$ cat src/rtl/blt_pkg.sv
package blt_pkg;

    localparam logic [2:0] CLIENT_2D = 3'd2;
    localparam logic [6:0] OP_FILL   = 7'h40;
    localparam logic [6:0] OP_COPY   = 7'h43;
    localparam logic [6:0] OP_XYFILL = 7'h50;

    typedef enum logic [1:0] {K_FILL, K_COPY, K_XYFILL} blt_kind_e;

    // The ROP uses the destination when flipping the d index bit changes the output.
    function automatic logic rop_uses_dst(input logic [7:0] rop);
        return {rop[7], rop[5], rop[3], rop[1]} != {rop[6], rop[4], rop[2], rop[0]};
    endfunction

endpackage

$ cat src/rtl/blt_rop.sv
module blt_rop #(
    parameter int W = 32
) (
    input  logic [7:0]   rop,
    input  logic [W-1:0] pat,
    input  logic [W-1:0] src,
    input  logic [W-1:0] dst,
    output logic [W-1:0] res
);
    for (genvar i = 0; i < W; i++) begin : g_bit
        assign res[i] = rop[{pat[i], src[i], dst[i]}];
    end
endmodule

$ cat src/rtl/blt_walker.sv
module blt_walker #(
    parameter int CW = 16,
    parameter int AW = 32
) (
    input  logic          clk,
    input  logic          rst_n,
    input  logic          load,
    input  logic          step,
    input  logic [CW-1:0] x0,
    input  logic [CW-1:0] y0,
    input  logic [CW-1:0] x1,
    input  logic [CW-1:0] y1,
    input  logic [AW-1:0] dst_base,
    input  logic [CW-1:0] dst_pitch,
    input  logic [AW-1:0] src_base,
    input  logic [CW-1:0] src_pitch,
    output logic [AW-1:0] dst_addr,
    output logic [AW-1:0] src_addr,
    output logic          last
);
    logic [CW-1:0] x, y;
    logic [CW:0]   xn, yn;
    logic          row_end;

    assign xn      = {1'b0, x} + 1'b1;
    assign yn      = {1'b0, y} + 1'b1;
    assign row_end = (xn == {1'b0, x1});
    assign last    = row_end && (yn == {1'b0, y1});

    always_ff @(posedge clk) begin
        if (!rst_n) begin
            x <= '0;
            y <= '0;
        end else if (load) begin
            x <= x0;
            y <= y0;
        end else if (step) begin
            if (row_end) begin
                x <= x0;
                y <= yn[CW-1:0];
            end else begin
                x <= xn[CW-1:0];
            end
        end
    end

    logic [CW-1:0] xr, yr;
    assign xr = x - x0;
    assign yr = y - y0;

    assign dst_addr = dst_base + AW'(y) * AW'(dst_pitch) + (AW'(x) << 2);
    assign src_addr = src_base + AW'(yr) * AW'(src_pitch) + (AW'(xr) << 2);
endmodule

$ cat src/rtl/blt_engine.sv
module blt_engine
    import blt_pkg::*;
#(
    parameter int AW   = 32,
    parameter int DW   = 32,
    parameter int CW   = 16,
    parameter int NARG = 5
) (
    input  logic            clk,
    input  logic            rst_n,
    input  logic            cmd_valid,
    output logic            cmd_ready,
    input  logic [31:0]     cmd_data,
    output logic            mem_rd,
    output logic            mem_wr,
    output logic [AW-1:0]   mem_addr,
    output logic [DW-1:0]   mem_wdata,
    output logic [DW/8-1:0] mem_be,
    input  logic [DW-1:0]   mem_rdata,
    output logic            done,
    output logic            err
);
    localparam int IW = $clog2(NARG + 1);

    typedef enum logic [3:0] {
        S_HDR, S_ARGS, S_CHECK, S_RSRC, S_LSRC,
        S_RDST, S_LDST, S_WR, S_DONE, S_ERR
    } st_e;

    st_e           st, st_n;
    logic [31:0]   args [NARG];
    logic [IW-1:0] aidx, alast;
    blt_kind_e     kind;
    logic [1:0]    wmask;
    logic [DW-1:0] src_q, dst_q;
    logic          acc;

    assign acc = cmd_valid && cmd_ready;

    // header decode
    logic          hdr_ok;
    blt_kind_e     hdr_kind;
    logic [IW-1:0] hdr_last;
    always_comb begin
        hdr_ok   = cmd_data[31:29] == CLIENT_2D;
        hdr_kind = K_FILL;
        hdr_last = IW'(3);
        unique case (cmd_data[28:22])
            OP_FILL:   begin hdr_kind = K_FILL;   hdr_last = IW'(3); end
            OP_COPY:   begin hdr_kind = K_COPY;   hdr_last = IW'(4); end
            OP_XYFILL: begin hdr_kind = K_XYFILL; hdr_last = IW'(4); end
            default:   hdr_ok = 1'b0;
        endcase
    end

    // argument field decode
    logic [7:0]    rop;
    logic [CW-1:0] pitch, spitch, x0, y0, x1, y1;
    logic [AW-1:0] dbase, sbase;
    logic [DW-1:0] colour;
    always_comb begin
        rop    = args[0][23:16];
        pitch  = args[0][CW-1:0];
        x0     = '0;
        y0     = '0;
        x1     = args[1][CW-1:0] >> 2;
        y1     = args[1][31:16];
        dbase  = AW'(args[2]);
        colour = DW'(args[3]);
        spitch = '0;
        sbase  = '0;
        unique case (kind)
            K_FILL: ;
            K_COPY: begin
                colour = '0;
                spitch = args[3][CW-1:0];
                sbase  = AW'(args[4]);
            end
            K_XYFILL: begin
                x0     = args[1][CW-1:0];
                y0     = args[1][31:16];
                x1     = args[2][CW-1:0];
                y1     = args[2][31:16];
                dbase  = AW'(args[3]);
                colour = DW'(args[4]);
            end
            default: ;
        endcase
    end

    logic need_dst, is_copy, empty, last;
    st_e  first_op;
    assign need_dst = rop_uses_dst(rop);
    assign is_copy  = (kind == K_COPY);
    assign empty    = (x1 <= x0) || (y1 <= y0);
    assign first_op = is_copy ? S_RSRC : (need_dst ? S_RDST : S_WR);

    logic [AW-1:0] dst_addr, src_addr;
    blt_walker #(.CW(CW), .AW(AW)) u_walk (
        .clk(clk), .rst_n(rst_n),
        .load(st == S_CHECK), .step(st == S_WR),
        .x0(x0), .y0(y0), .x1(x1), .y1(y1),
        .dst_base(dbase), .dst_pitch(pitch),
        .src_base(sbase), .src_pitch(spitch),
        .dst_addr(dst_addr), .src_addr(src_addr), .last(last)
    );

    logic [DW-1:0] rop_res;
    blt_rop #(.W(DW)) u_rop (
        .rop(rop), .pat(colour),
        .src(is_copy ? src_q : '0),
        .dst(need_dst ? dst_q : '0),
        .res(rop_res)
    );

    // next state
    always_comb begin
        st_n = st;
        unique case (st)
            S_HDR:   if (acc) st_n = hdr_ok ? S_ARGS : S_ERR;
            S_ARGS:  if (acc && aidx == alast) st_n = S_CHECK;
            S_CHECK: st_n = empty ? S_DONE : first_op;
            S_RSRC:  st_n = S_LSRC;
            S_LSRC:  st_n = need_dst ? S_RDST : S_WR;
            S_RDST:  st_n = S_LDST;
            S_LDST:  st_n = S_WR;
            S_WR:    st_n = last ? S_DONE : first_op;
            S_DONE:  st_n = S_HDR;
            S_ERR:   st_n = S_ERR;
            default: st_n = S_HDR;
        endcase
    end

    always_ff @(posedge clk) begin
        if (!rst_n) st <= S_HDR;
        else        st <= st_n;
    end

    // datapath registers
    always_ff @(posedge clk) begin
        if (!rst_n) begin
            for (int i = 0; i < NARG; i++) args[i] <= '0;
            aidx  <= '0;
            alast <= '0;
            kind  <= K_FILL;
            wmask <= '0;
            src_q <= '0;
            dst_q <= '0;
        end else begin
            if (st == S_HDR && acc) begin
                kind  <= hdr_kind;
                alast <= hdr_last;
                wmask <= cmd_data[21:20];
                aidx  <= '0;
            end
            if (st == S_ARGS && acc) begin
                args[aidx] <= cmd_data;
                aidx       <= aidx + 1'b1;
            end
            if (st == S_LSRC) src_q <= mem_rdata;
            if (st == S_LDST) dst_q <= mem_rdata;
        end
    end

    // outputs
    always_comb begin
        cmd_ready = (st == S_HDR) || (st == S_ARGS);
        mem_rd    = (st == S_RSRC) || (st == S_RDST);
        mem_wr    = (st == S_WR);
        mem_addr  = (st == S_RSRC) ? src_addr : dst_addr;
        mem_wdata = rop_res;
        mem_be    = {wmask[1], {(DW/8-1){wmask[0]}}};
        done      = (st == S_DONE);
        err       = (st == S_ERR);
    end

    a_r11_rd_wr_excl: assert property (@(posedge clk) disable iff (!rst_n)
        !(mem_rd && mem_wr));
    a_r2_err_sticky: assert property (@(posedge clk) disable iff (!rst_n)
        err |=> err);
    a_r2_err_quiet: assert property (@(posedge clk) disable iff (!rst_n)
        err |-> (!cmd_ready && !mem_rd && !mem_wr));
    a_r10_done_pulse: assert property (@(posedge clk) disable iff (!rst_n)
        done |=> !done);
    a_r10_done_after_write: assert property (@(posedge clk) disable iff (!rst_n)
        done |-> ($past(mem_wr) || $past(st) == S_CHECK));
endmodule

$ cat config.mk
export PLATFORM = sky130hd
export DESIGN_NAME = blt_engine
export DESIGN_NICKNAME = d
export VERILOG_FILES = /design/src/rtl/blt_pkg.sv /design/src/rtl/blt_rop.sv /design/src/rtl/blt_walker.sv /design/src/rtl/blt_engine.sv
export SDC_FILE = /design/constraint.sdc
export NUM_CORES = 2
export LEC_CHECK = 0
export BUFFER_PORTS_ARGS = -buffer_cell sky130_fd_sc_hd__buf_2
export CORE_ASPECT_RATIO = 1.1
export CORE_MARGIN = 2
export CORE_UTILIZATION = 30
export DETAILED_ROUTE_END_ITERATION = 6
export HOLD_SLACK_MARGIN = 0.05
export PLACE_DENSITY = 0.41
export SETUP_SLACK_MARGIN = 0.4
export SYNTH_ARGS = -nofsm -noshare
export SYNTH_HDL_FRONTEND = slang
export SYNTH_SLANG_ARGS = --single-unit
$ cat constraint.sdc
create_clock -name clk -period 14.4 [get_ports clk]
set_input_delay 2.16 -clock clk [delete_from_list [all_inputs] [get_ports clk]]
set_output_delay 2.16 -clock clk [all_outputs]
set_load 0.05 [all_outputs]
==> results.ini <==
[outcome]
status = finished, final reports clean

[timing]
setup_violations = 0
min_period_ps = 13170
tightest_slew_ps = 1340
maxSlewViolCount = 0
min_period_over_period = 0.914
relSlewSlack = 0.0966
hold_viol_final = 0
rsz0062_at_grt = false
fmax_ghz = 0.0759
setup_tns_ps = 0
finClkSkew_ps = 22.6

[drt]
ant_nets = 0
via_per_inst = 4.97
first_iter_violations = 1823
firstDrtPassIters = 5
wirelength_mm = 137
vias = 28500
drc = 0
avgRoutedWirePerCell_um = 23.8

[floorplan]
ios = 140
die_x_um = 337
rows = 134
core-area_mm2 = 0.121
start_util = 0.302
dieArea_mm2 = 0.125
dieHeight_um = 371

[critical_path]
crit_type = flip-flop to primary output
crit_fanout = 16
required_ps = 12240
critPathSlowestCell = fa_1
r2r_setup_slack_ps = 9460
path_common_cell = inv_1
max_stage_delay_ps = 570
cp-start-kind = flip-flop
end_kind = primary output
cp_data_arrival_time_ps = 11010

[synthesis]
synth-edff-count = 152
ys_seq_elements = 261
syn-cell-area_mm2 = 0.0367
yosys-top-cells-area = fa_1 26%, edfxtp_1 12%, ha_1 9.1%, nand2_1 6.4%, inv_1 6.3%
syn-num-nets = 4849
synth_most_common_cell = nand2_1
ys.flop_type = edfxtp_1
avgSynthCellArea_um2 = 9.10
seq_area_frac_synth = 0.184
synth_top_area_cell = fa_1
synth_cells = 4032
synth.distinct_cells = 74
yosys-top-cells-count = 623 x nand2_1, 616 x inv_1, 484 x fa_1
synth-warning-count = 0
synthArstFlopShare = 0
synth_top_area_frac = 0.264

[cells_and_area]
finalNetCount = 4888
areaGrowthSynthToFinish_pct = 10.3
fillers = 12800
design_area_mm2 = 0.0405
register_area_mm2 = 0.00675
drive_gt1_frac = 0.113
multi_input_area_mm2 = 0.0269
fin_util = 0.333

[cts]
clock-sinks = 261
cts_max_level = 2
clk_pin_slew_ps = 60
cts_buffers = 34
cts_setup_buffers = 0
postCtsHoldBufs = 0
cts_tree = done
post_cts_resize_count = 0
clk_latency_ps = 560
clk_path_buf_depth = 3
cts-root-buf = clkbuf_16

[placed_design]
dpl.hpwl_mm = 107
placed_area_mm2 = 0.0393
gp_congestion = 0.909
io_buffers = 139

[power_and_ir_drop]
power.total_mw = 4.18
irDropWorstVdd_uv = 94.9
powerDensity_mw_per_mm2 = 103
p_leak_nw = 17.9

[global_route]
grt_pass1_vias = 29300
antenna_found_initial = 17
grt_pass1_wl_mm = 202
grt_max_degree = 75
grt_overflow = 0
grt_use_total = 0.220

[min_path]
hp-class = flip-flop to flip-flop

[job]
drv_cap = 0

-- cell families after synthesis --
kind of cell,count (synthesis),share of synthesized area
AO/OA/AOI/OAI,465,0.0794
multiplexers,185,0.0752
XOR/XNOR,159,0.0422
AND/OR/NAND/NOR,1381,0.178
adder cells (fa/ha/maj),750,0.355
flip-flops,261,0.184
buffers and inverters,831,0.0866
-- registers in the layout, summed over array words and instances (netlist names) --
name      count
args        152
dst_q        32
src_q        32
u_walk.x     16
u_walk.y     16
st            4
aidx          3
alast         2
kind          2
wmask         2
-- power breakdown --
part	internal, mW	switching, mW	total (mW)	leakage, nW
combinational	0.720	1.64	2.36	14.9
sequential	0.833	0.0822	0.915	2.45
clock	0.532	0.370	0.902	0.561
total	2.09	2.09	4.18	17.9
-- per-layer routing --
layer,wire length [um],track usage,part of all wire,vias to the layer above
met4,2840,0.0432,0.021,28
met3,6170,0.0293,0.045,129
met1,59600,0.289,0.44,14600
met2,67800,0.385,0.50,686
li1,-,-,-,13100
met5,180,0,0.0013,-
-- critical path, delay by kind of cell (launching register included) --
family	cells	cell delay, ps
compound gates	12	3130
xor+xnor	2	1060
simple gates	4	550
fa+ha+maj	10	4300
buf+inv	9	750
mux	1	260
flops	1	360
-- layout make-up --
type / count / share of cell area
multi-input combinational: 2940 / 0.665
sequential: 261 / 0.167
inverter: 617 / 0.0572
tap: 1632 / 0.0504
timing repair buffer: 217 / 0.0317
clock buffer: 42 / 0.0228
clock inverter: 20 / 0.00569
antenna: 1 / 0.0000618
-- through the flow --
| stage | cells | hold WS (ps) | setup slack [ps] |
|---|---|---|---|
| 6_report | 5730 | 455 | 1230 |
| 5_1_grt | 5729 | 467 | 527 |
| 4_1_cts | 5729 | 457 | 1040 |
| 3_5_place_dp | 5667 | 447 | 1700 |
| 3_3_place_gp | 5667 | 444 | 1790 |
| 2_1_floorplan | 4032 | 437 | 1920 |
-- worst paths after layout --
path / start / end / cells past startpoint
max: kind[0] / mem_addr[28] / 38
min reg2reg: src_q[0] / src_q[0] / 2
max reg2reg: kind[0] / u_walk.x[12] / 14
min: src_q[0] / src_q[0] / 2
-- layout by cell type (no fill, tap or decap), types with 15 or more instances in the layout --
cell type | synthesis | routed
a211oi_1 | 15 | 15
a21o_1 | 37 | 37
a21oi_1 | 156 | 156
and2_1 | 287 | 287
and3_1 | 29 | 29
buf_2 | 2 | 139
buf_4 | 5 | 78
clkbuf_16 | 0 | 35
dfxtp_1 | 109 | 108
edfxtp_1 | 152 | 152
fa_1 | 484 | 484
ha_1 | 266 | 264
inv_1 | 616 | 616
mux2_2 | 76 | 76
mux2i_1 | 43 | 43
mux4_2 | 64 | 64
nand2_1 | 623 | 623
nand2b_1 | 36 | 36
nand3_1 | 30 | 30
nand4_1 | 22 | 22
nor2_1 | 210 | 206
nor2b_1 | 15 | 15
nor3_1 | 58 | 54
nor3b_1 | 17 | 16
o211ai_1 | 23 | 23
o21a_1 | 22 | 22
o21ai_0 | 96 | 95
xnor2_1 | 82 | 79
xor2_1 | 66 | 61
(Power assumes the default switching activity.)
